### src/rtl/raw_interlock.sv
module raw_interlock #(
  parameter int REG_AW = 5,
  parameter int CNT_W  = 16
) (
  input  logic              clk,
  input  logic              rst_n,
  input  logic [REG_AW-1:0] id_src_a,
  input  logic [REG_AW-1:0] id_src_b,
  input  logic              id_use_a,
  input  logic              id_use_b,
  input  logic [REG_AW-1:0] ex_dst,
  input  logic              ex_wr,
  input  logic [REG_AW-1:0] mem_dst,
  input  logic              mem_wr,
  input  logic [REG_AW-1:0] wb_dst,
  input  logic              wb_wr,
  output logic              pc_en,
  output logic              ifid_en,
  output logic              ex_flush,
  output logic [CNT_W-1:0]  stall_cycles
);

  logic live_a, live_b, hit_a, hit_b, stall;

  assign live_a = id_use_a && (id_src_a != '0);
  assign live_b = id_use_b && (id_src_b != '0);

  assign hit_a = live_a && ((ex_wr  && ex_dst  == id_src_a) ||
                            (mem_wr && mem_dst == id_src_a) ||
                            (wb_wr  && wb_dst  == id_src_a));

  assign hit_b = live_b && ((ex_wr  && ex_dst  == id_src_b) ||
                            (mem_wr && mem_dst == id_src_b) ||
                            (wb_wr  && wb_dst  == id_src_b));

  assign stall    = hit_a || hit_b;
  assign pc_en    = !stall;
  assign ifid_en  = !stall;
  assign ex_flush = stall;

  always_ff @(posedge clk) begin
    if (!rst_n)
      stall_cycles <= '0;
    else if (stall)
      stall_cycles <= stall_cycles + 1'b1;
  end

endmodule

### config.mk
export PLATFORM = sky130hd
export DESIGN_NAME = raw_interlock
export DESIGN_NICKNAME = d
export VERILOG_FILES = /design/src/rtl/raw_interlock.sv
export SDC_FILE = /design/constraint.sdc
export NUM_CORES = 1
export LEC_CHECK = 0
export ABC_AREA = 1
export CORE_ASPECT_RATIO = 0.5
export CORE_MARGIN = 1
export CORE_UTILIZATION = 48
export CTS_CLUSTER_DIAMETER = 40
export DETAILED_ROUTE_END_ITERATION = 10
export PLACE_DENSITY = 0.81
export SKIP_CTS_REPAIR_TIMING = 1
export SYNTH_ARGS = -nofsm -noshare
export SYNTH_HDL_FRONTEND = slang
export SYNTH_SLANG_ARGS = --single-unit
### constraint.sdc
create_clock -name clk -period 1.58 [get_ports clk]
set_clock_uncertainty 0.1 [all_clocks]
set_input_delay 0.316 -clock clk [delete_from_list [all_inputs] [get_ports clk]]
set_output_delay 0.316 -clock clk [all_outputs]
set_load 0.05 [all_outputs]
==> out/qor.csv <==
stage,metric,value,unit
sta,hold_viol,0,
synthesis,synthCells,296,
floorplanning,start_util,53.4,%
setup_path,startpoint,ex_dst[4],
synthesis,yosysUniqueCellTypes,20,
power,power.density,578,mW/mm²
outcome,violations,negative setup slack,
setup_path,crit_fanout,3,
setup_path,crit_required,1.16,ns
setup_path,endpoint,ifid_en,
setup_path,ff2ff_setup_slack,-0.09,ns
route,route.antenna.remaining_nets,0,
power,p_leak,1.56,nW
synthesis,avgSynthCellArea,5.72,µm²
setup_path,cp-start-kind,primary input,
sta,maxSlewViolCount,0,
finish,final_core_utilization,91.3,%
synthesis,ys_seq_elements,16,
cts,clk_pin_slew,0.06,ns
cts,cts_buffer_depth,2,
sta,layout_min_cycle_time,1.78,ns
route,wirelength,6450,µm
cts,htreeDepth,1,
global_routing,grt_start_max_net_pins,17,
sta,finalSetupViolations,8,
global_routing,use_met3,3.73,%
synthesis,netlist.area_leader.share,23.5,%
floorplanning,die-area,0.00379,mm²
floorplanning,fp.dieH,44.0,µm
finish,final_common_cell,nand2_1,
sta,slew_headroom,79.3,%
placement,dp_hpwl,3820,µm
setup_path,reg2reg_depth,9,
sta,fin_crit_sh,113,%
outcome,outcome,finished with violations,
sta,setup_slack,-0.204,ns
synthesis,syn_nets,329,
floorplanning,fp-row-count,14,
global_routing,grt_pass1_wl,8150,µm
route,vias,2250,
route,drc,0,
sta,tightest_slew,0.309,ns
finish,n_antenna_cell,0,
route,wl_per_cell,15.8,µm
setup_path,worstPathArrival,1.37,ns
finish,top_register,stall_cycles,
cts,root_buffer,clkbuf_8,
finish,largest_reg_flops,16,
finish,reg_top3,stall_cycles: 16 flops,
setup_path,setup.worst_path.end_class,output port,
finish,layout_common_cells,"nand2_1, nor2_1, nand2_2",
placement,io_buffers,50,
finish,drive_gt1_share,49.4,%
sta,max_freq,561,MHz
placement,globalplace.congestion,0.978,
global_routing,grt_usage,27.6,%
global_routing,top_usage_layer,met2,
synthesis,synth_warnings,0,
cts,cts_sinks,16,
synthesis,yosysSeqAreaShare,18.9,%
global_routing,met1_usage,32.2,%
finish,area_growth,70.9,%
finish,fin_cells,408,
route,vias_per_cell,5.51,
cts,clock_latency,0.26,ns
floorplanning,core_area,0.00317,mm²
sta,worst_hold_slack,0.546,ns
hold_path,hp-class,flop to flop,
finish,nets,394,
synthesis,synth_area_leaders,"nand2_1, dfxtp_1, nand3_2",
synthesis,syn-cell-area,0.00169,mm²
global_routing,grt-ovfl-total,0,
global_routing,grt_util_met2,54.1,%
power,power,1.67,mW
route,dr.pass1.iters,6,
cts,tritoncts,done,
sta,rsz0062_at_grt,yes,
floorplanning,ios,51,
power,ir_worst_vdd,324,µV
synthesis,synth_top_area_cell,nand2_1,
global_routing,first_global_vias,1968,
cts,cts_made_buffers,3,
floorplanning,die_x,86.0,µm
route,first_iter_violations,159,
placement,placed_cells,399,
setup_path,crit_type,primary input to output port,
setup_path,worstReg2RegEnd,stall_cycles[14],
setup_path,timing.rr.start,stall_cycles[1],
job,maxCapViolCount,0,
global_routing,antenna_found_initial,0,
## routing by layer
| layer | part of all wire, % | wire [µm] | up-vias |
|---|---|---|---|
| li1 | - | - | 1044 |
| met1 | 39 | 2500 | 1019 |
| met5 | 0 | 0 | - |
| met2 | 49 | 3170 | 153 |
| met3 | 8.7 | 559 | 34 |
| met4 | 3.4 | 222 | 0 |
## cells by family after synthesis
group	count (synthesis)	synth area share (%)
adders and majority gates	1	0.738
buffers and inverters	54	15.1
xor gates and xnor gates	11	5.69
DFF	16	18.9
AOI/OAI and AO/OA	25	8.27
and+or+nand+nor	189	51.3
## cells in the mapped netlist
cell / number
nand2_1: 106
nor2_1: 42
inv_1: 38
dfxtp_1: 16
nand3_2: 16
nand3_1: 15
a21oi_1: 13
xor2_1: 11
inv_2: 7
buf_6: 5
a21oi_2: 4
buf_4: 4
o21ai_0: 4
o21ai_1: 4
nand4_1: 3
nand2_4: 2
nor3_1: 2
nor3_2: 2
ha_1: 1
nand3b_1: 1
## through the flow
stage / setup TNS, ns / cell area [µm²] / setup slack, ns
after floorplan: -0.543 / 1760 / -0.394
after global placement: -10.50 / 2510 / -0.685
after detailed placement: -10.77 / 2510 / -0.686
after CTS: -6.65 / 2570 / -0.688
after global routing: -1.35 / 2900 / -0.273
final: -0.774 / 2900 / -0.204
## worst min-delay path by stage
stage | from | endpoint | depth (start not counted)
after floorplan | rst_n | stall_cycles[1] | 3
after global placement | stall_cycles[13] | stall_cycles[13] | 4
after detailed placement | stall_cycles[2] | stall_cycles[2] | 4
after CTS | stall_cycles[7] | stall_cycles[7] | 4
after global routing | stall_cycles[13] | stall_cycles[13] | 4
final | stall_cycles[2] | stall_cycles[2] | 4
## worst max-delay path: stages
cell and delay [ns]:
buf_6 0.10, buf_6 0.11, nand2_4 0.05, nand2_4 0.05
nor2_4 0.09, nand3_2 0.08, nand3_2 0.11, nand2_4 0.08
nand2_8 0.08, clkinvlp_4 0.13, buf_12 0.17
## layout make-up
type / instances / area (µm²)
clock buffers: 4 / 55.1
fillers: 134 / 275
inverters: 45 / 218
multi-input cells: 226 / 1340
flip-flops and latches: 16 / 354
well taps: 48 / 60.1
repair buffers: 69 / 865
## power breakdown
part / switching [mW] / internal [mW]
Combinational: 0.443 / 0.364
Sequential: 0.0509 / 0.433
Clock: 0.161 / 0.222
Total: 0.654 / 1.02
(Power assumes the default switching activity.)
